**config.mk**
```make
export PLATFORM = sky130hd
export DESIGN_NAME = fbr_top
export DESIGN_NICKNAME = d
export VERILOG_FILES = /design/src/rtl/fbr_pkg.sv /design/src/rtl/fbr_bank.sv /design/src/rtl/fbr_status.sv /design/src/rtl/fbr_top.sv
export SDC_FILE = /design/constraint.sdc
export NUM_CORES = 1
export LEC_CHECK = 0
export CAP_MARGIN = 0
export CORE_MARGIN = 5
export CORE_UTILIZATION = 30
export CTS_CLUSTER_DIAMETER = 200
export CTS_CLUSTER_SIZE = 12
export DETAILED_ROUTE_END_ITERATION = 10
export HOLD_SLACK_MARGIN = 0.1
export PLACE_DENSITY = 0.66
export SYNTH_ARGS = -nofsm -noshare
export SYNTH_HDL_FRONTEND = slang
export SYNTH_SLANG_ARGS = --single-unit
```
**constraint.sdc**
```tcl
create_clock -name clk -period 1.08 [get_ports clk]
set_input_delay 0.216 -clock clk [delete_from_list [all_inputs] [get_ports clk]]
set_output_delay 0.216 -clock clk [all_outputs]
set_load 0.05 [all_outputs]
```
**src/rtl/fbr_pkg.sv**
```systemverilog
package fbr_pkg;
  localparam int DATA_W     = 32;
  localparam int ALIGN_BITS = 3;
  localparam int ADDR_W     = 4;

  typedef enum logic [1:0] {
    W_UPPER  = 2'd0,
    W_LOWER  = 2'd1,
    W_ENABLE = 2'd2,
    W_STATUS = 2'd3
  } fbr_word_e;

  // Drop the sub-doubleword bits of an address.
  function automatic logic [DATA_W-1:0] fbr_align(input logic [DATA_W-1:0] v);
    return {v[DATA_W-1:ALIGN_BITS], {ALIGN_BITS{1'b0}}};
  endfunction

  // Map a byte offset onto the register word it selects.
  function automatic fbr_word_e fbr_decode(input logic [ADDR_W-1:0] a);
    return fbr_word_e'(a[ADDR_W-1:2]);
  endfunction
endpackage

```
**src/rtl/fbr_bank.sv**
```systemverilog
module fbr_bank
  import fbr_pkg::*;
#(
  parameter int DW = DATA_W
) (
  input  logic          clk,
  input  logic          rst_n,
  input  logic          wr_en,
  input  logic [DW-1:0] wdata,
  input  logic          load,
  output logic [DW-1:0] staged,
  output logic [DW-1:0] active
);
  logic [DW-1:0] staged_q, active_q;

  always_ff @(posedge clk) begin
    if (!rst_n) begin
      staged_q <= '0;
      active_q <= '0;
    end else begin
      if (wr_en) staged_q <= fbr_align(wdata);
      if (load)  active_q <= staged_q;
    end
  end

  assign staged = staged_q;
  assign active = active_q;


  active_hold_chk: assert property (@(posedge clk) disable iff (!rst_n)
    !load |=> $stable(active_q));

  active_load_chk: assert property (@(posedge clk) disable iff (!rst_n)
    load |=> active_q == $past(staged_q));

  active_align_chk: assert property (@(posedge clk) disable iff (!rst_n)
    active_q[ALIGN_BITS-1:0] == '0);

  staged_keep_chk: assert property (@(posedge clk) disable iff (!rst_n)
    !wr_en |=> $stable(staged_q));
endmodule

```
**src/rtl/fbr_status.sv**
```systemverilog
module fbr_status (
  input  logic clk,
  input  logic rst_n,
  input  logic set_evt,
  input  logic clr_evt,
  input  logic en_wr,
  input  logic en_din,
  output logic enable,
  output logic flag,
  output logic irq
);
  logic flag_q, en_q;

  always_ff @(posedge clk) begin
    if (!rst_n) begin
      flag_q <= 1'b0;
      en_q   <= 1'b0;
    end else begin
      if (set_evt)      flag_q <= 1'b1;
      else if (clr_evt) flag_q <= 1'b0;
      if (en_wr) en_q <= en_din;
    end
  end

  assign enable = en_q;
  assign flag   = flag_q;
  assign irq    = flag_q & en_q;


  flag_set_chk: assert property (@(posedge clk) disable iff (!rst_n)
    set_evt |=> flag_q);

  flag_clr_chk: assert property (@(posedge clk) disable iff (!rst_n)
    clr_evt && !set_evt |=> !flag_q);

  flag_sticky_chk: assert property (@(posedge clk) disable iff (!rst_n)
    !set_evt && !clr_evt |=> $stable(flag_q));

  irq_gate_chk: assert property (@(posedge clk) disable iff (!rst_n)
    !en_q |-> !irq);
endmodule

```
**src/rtl/fbr_top.sv**
```systemverilog
module fbr_top
  import fbr_pkg::*;
(
  input  logic              clk,
  input  logic              rst_n,
  input  logic              reg_wr,
  input  logic [ADDR_W-1:0] reg_addr,
  input  logic [DATA_W-1:0] reg_wdata,
  output logic [DATA_W-1:0] reg_rdata,
  input  logic              vsync,
  output logic [DATA_W-1:0] upper_base,
  output logic [DATA_W-1:0] lower_base,
  output logic              upd_flag,
  output logic              irq
);
  localparam int PANELS = 2;

  fbr_word_e   sel;
  logic [PANELS-1:0] panel_wr;
  logic [DATA_W-1:0] staged [PANELS];
  logic [DATA_W-1:0] active [PANELS];
  logic        en_wr, clr_evt, enable;

  assign sel     = fbr_decode(reg_addr);
  assign en_wr   = reg_wr && (sel == W_ENABLE);
  assign clr_evt = reg_wr && (sel == W_STATUS) && reg_wdata[0];

  for (genvar p = 0; p < PANELS; p++) begin : g_panel
    assign panel_wr[p] = reg_wr && (sel == fbr_word_e'(p));
    fbr_bank #(.DW(DATA_W)) u_bank (
      .clk    (clk),
      .rst_n  (rst_n),
      .wr_en  (panel_wr[p]),
      .wdata  (reg_wdata),
      .load   (vsync),
      .staged (staged[p]),
      .active (active[p])
    );
  end

  fbr_status u_status (
    .clk     (clk),
    .rst_n   (rst_n),
    .set_evt (vsync),
    .clr_evt (clr_evt),
    .en_wr   (en_wr),
    .en_din  (reg_wdata[0]),
    .enable  (enable),
    .flag    (upd_flag),
    .irq     (irq)
  );

  assign upper_base = active[0];
  assign lower_base = active[1];

  always_comb begin
    reg_rdata = '0;
    unique case (sel)
      W_UPPER:  reg_rdata = staged[0];
      W_LOWER:  reg_rdata = staged[1];
      W_ENABLE: reg_rdata[0] = enable;
      W_STATUS: reg_rdata[0] = upd_flag;
      default:  reg_rdata = '0;
    endcase
  end


  one_panel_wr_chk: assert property (@(posedge clk) disable iff (!rst_n)
    $onehot0(panel_wr));

  irq_flag_chk: assert property (@(posedge clk) disable iff (!rst_n)
    irq |-> upd_flag);
endmodule

```
==> results.py, run 1 <==
metrics = {
    "synth": {
        "synth_cells": 495,
        "synth_commonest_cells": "147 x mux2i_1, 118 x dfxtp_1, 89 x nand2_1",
        "synth_seq_cells": 118,
        "ys_types": 18,
        "async_flop_share_pct": 0,
        "yosys_warnings": 0,
        "ys.flop_type": "dfxtp_1",
        "synth_edf_count": 0,
        "yosys-top-cells-area": "dfxtp_1 47%, mux2i_1 29%, nor2b_1 7.4%",
        "synth_most_common_cell": "mux2i_1",
        "ys_seq_area_share_pct": 47.3,
        "synth.avg_cell_area_sq_um": 10.1,
        "syn_area_sq_mm": 0.00499,
        "yosysTopAreaCell": "dfxtp_1",
        "synth_top_area_share_pct": 47.3,
    },
    "job": {
        "max-cap-violations": 0,
    },
    "cts": {
        "cts.clk_slew.worst_paths_ns": 0.06,
        "cts_buffer_depth": 2,
        "cts_root_buffer": "clkbuf_16",
        "h-tree-depth": 4,
        "clk-insertion-delay-late_ns": 0.41,
        "tritoncts": "done",
        "numCtsBuffers": 17,
        "cts-hold-fix-buffers": 0,
        "clock_sinks": 118,
    },
    "power_and_ir_drop": {
        "power.share.combinational_pct": 14.1,
        "power.switching_uw": 3020,
        "switching_share_pct": 24.6,
        "p_seq_share_pct": 37.2,
        "internal-power_uw": 9290,
        "p_per_area_mw_per_mm2": 1320,
        "p_leak_uw": 0.00382,
        "power_frac_clock_pct": 48.8,
        "peakVddDrop_mv": 0.991,
    },
    "global_route": {
        "antenna_found_initial": 0,
        "grt_use_total_pct": 14.8,
        "grt_pass1_vias": 4422,
        "grt_overflow_total": 0,
        "grt_first_pass_wirelength_um": 23100,
        "grt_max_degree": 61,
    },
    "sta": {
        "fin_tns_setup_ns": -10.34,
        "setup_slack_ns": -0.287,
        "fin_crit_ns": 1.37,
        "fin_worst_skew_ns": 0.00574,
        "rsz0062_at_grt": "true",
        "fmax_mhz": 731,
        "setup_viol": 90,
        "maxSlewViolCount": 0,
        "finalCritPeriodShare_pct": 127,
        "hold_viol": 0,
    },
    "setup_path": {
        "crit_path_cell_trace": "mux2i_2 > nor2_4 > buf_12",
        "worstPathArrival_ns": 1.15,
        "crit_type": "register to primary output",
        "cp-start-kind": "register",
        "r2r_start": "g_panel[0].u_bank.staged[6]",
        "crit_path_max_fanout": 2,
        "required_ns": 0.86,
        "critPathSlowestCell": "dfxtp_2",
        "critPathMaxStageDelay_ns": 0.32,
        "setup.worst_path.start": "g_panel[1].u_bank.staged[6]",
        "crit_path_end_kind": "primary output",
    },
    "drt": {
        "viasPerCell": 4.43,
        "ant_nets": 0,
        "drc": 0,
        "vias": 4092,
        "wl_per_cell_um": 15.9,
        "drt_wl_total_um": 14700,
        "first_pass_iters": 4,
        "drtIter0Drc": 114,
    },
    "final_layout": {
        "area_growth_pct": 86.5,
        "fin_area_sq_mm": 0.00931,
        "final_cells": 924,
        "antennaDiodeCount": 0,
        "nNetsFinal": 731,
        "fin_util_pct": 56.5,
        "final_layout_size_suffix_gt1_share_pct": 56.5,
    },
    "placed_design": {
        "placed_area_sq_mm": 0.00745,
        "portBuffers": 125,
        "dp_cells": 822,
        "dpl.hpwl_um": 8910,
        "gp_congestion": 0.753,
    },
    "die": {
        "start_util_pct": 30.3,
        "fp.dieW_um": 139,
        "die-area_sq_mm": 0.0193,
        "ios": 138,
        "core_sq_mm": 0.0165,
        "row_count": 47,
        "die_h_um": 139,
    },
    "status": {
        "status": "complete, but fails checks",
        "violations": "negative setup slack",
    },
    "worst_hold_path": {
        "hold_path_startpoint": "rst_n",
        "hold_class": "input port to register",
    },
}
## logic make-up (layout without fill, tap and decap cells)
| kind of cell | Yosys count | count (layout) | share of synthesized area [%] |
|---|---|---|---|
| other | 1 | 8 | 0.0752 |
| muxes | 147 | 147 | 29.5 |
| buffers and inverters | 45 | 247 | 5.49 |
| AOI/OAI and AO/OA | 2 | 2 | 0.200 |
| DFF | 118 | 118 | 47.3 |
| and+or+nand+nor | 182 | 182 | 17.4 |
## sequential cells by signal, summed over array words and instances, names as in the netlist
register,cells
g_panel.u_bank.active,58
g_panel.u_bank.staged,58
u_status.enable,1
u_status.flag,1
## metal layers
layer,vias up,share of wire [%],global-route usage (%)
li1,2017,-,-
met1,1962,43,17.4
met2,95,51,25.5
met3,18,4.6,4.86
met4,0,1.2,5.10
met5,-,0,0
## cell usage in the layout, fill, tap and decap left out
cell and n:
a21oi_1 1, and2_4 1, and4b_1 1, buf_12 83, buf_16 1, buf_4 74
buf_6 9, buf_8 14, bufinv_16 4, clkbuf_16 20, clkbuf_8 2, clkdlybuf4s15_1 1
clkdlybuf4s50_1 30, clkinv_2 4, clkinv_4 1, clkinvlp_4 3, conb_1 8, dfxtp_2 101
dfxtp_4 17, inv_4 1, mux2i_1 116, mux2i_2 11, mux2i_4 20, nand2_1 89
nand3b_1 1, nand3b_4 1, nor2_4 29, nor2b_1 58, nor2b_4 1, nor3b_4 1
o21ai_0 1
## what timing repair did
item | in CTS | in global routing
pin swaps | 19 | 6
resized for setup | 189 | 39
setup endpoints to repair | 119 | 91
gates cloned | 1 | 4
buffers inserted | 57 | 8
## path summary, 6_finish.rpt
check / end / slack, ns / cells past startpoint
worst max-delay path: reg_rdata[6] / -0.29 / 3
worst min register to register: g_panel[1].u_bank.staged[8] / 0.49 / 2
worst max register to register: g_panel[0].u_bank.active[6] / 0.17 / 4
worst min-delay path: g_panel[0].u_bank.staged[24] / 0.13 / 3
## cell type report
class,instances,area (sq um)
Clock buffer,19,453
Clock inverter,13,178
Fill cell,1325,7160
Multi-Input combinational cell,339,2910
Sequential cell,118,2550
Tap cell,220,275
Timing Repair Buffer,215,2940
## critical path, delay by kind of cell, from the launching register on
| family | cells | cell delay [ns] |
|---|---|---|
| flops | 1 | 0.32 |
| mux | 1 | 0.20 |
| buf+inv | 1 | 0.15 |
| simple gates | 1 | 0.07 |
## power by group through the flow
stage	Combinational [uW]	Sequential (uW)	Clock, uW
final	1730	4580	6000
after global routing	1830	4590	6290
after CTS	1630	4590	6090
after detailed placement	1420	4670	0
after global placement	1400	4660	0
after floorplan	801	4760	0
## metrics by stage
step,hold slack (ns),power (uW),setup slack (ns)
floorplan,0.355,5560,-0.0623
global placement,0.456,6070,-0.523
detailed placement,0.467,6090,-0.631
CTS,0.116,12300,-0.302
global route,0.126,12700,-0.324
finish,0.135,12300,-0.287
Power figures use the tool's default switching activity.
==> inputs of run 2 (changes only) <==
--- a/config.mk
+++ b/config.mk
@@ -5,6 +5,7 @@
 export SDC_FILE = /design/constraint.sdc
 export NUM_CORES = 1
 export LEC_CHECK = 0
+export ABC_CLOCK_PERIOD_IN_PS = 1080
 export CAP_MARGIN = 0
 export CORE_MARGIN = 5
 export CORE_UTILIZATION = 30
==> results of run 2 <==
No change in the layout: final DEF, timing and power equal those of run 1.
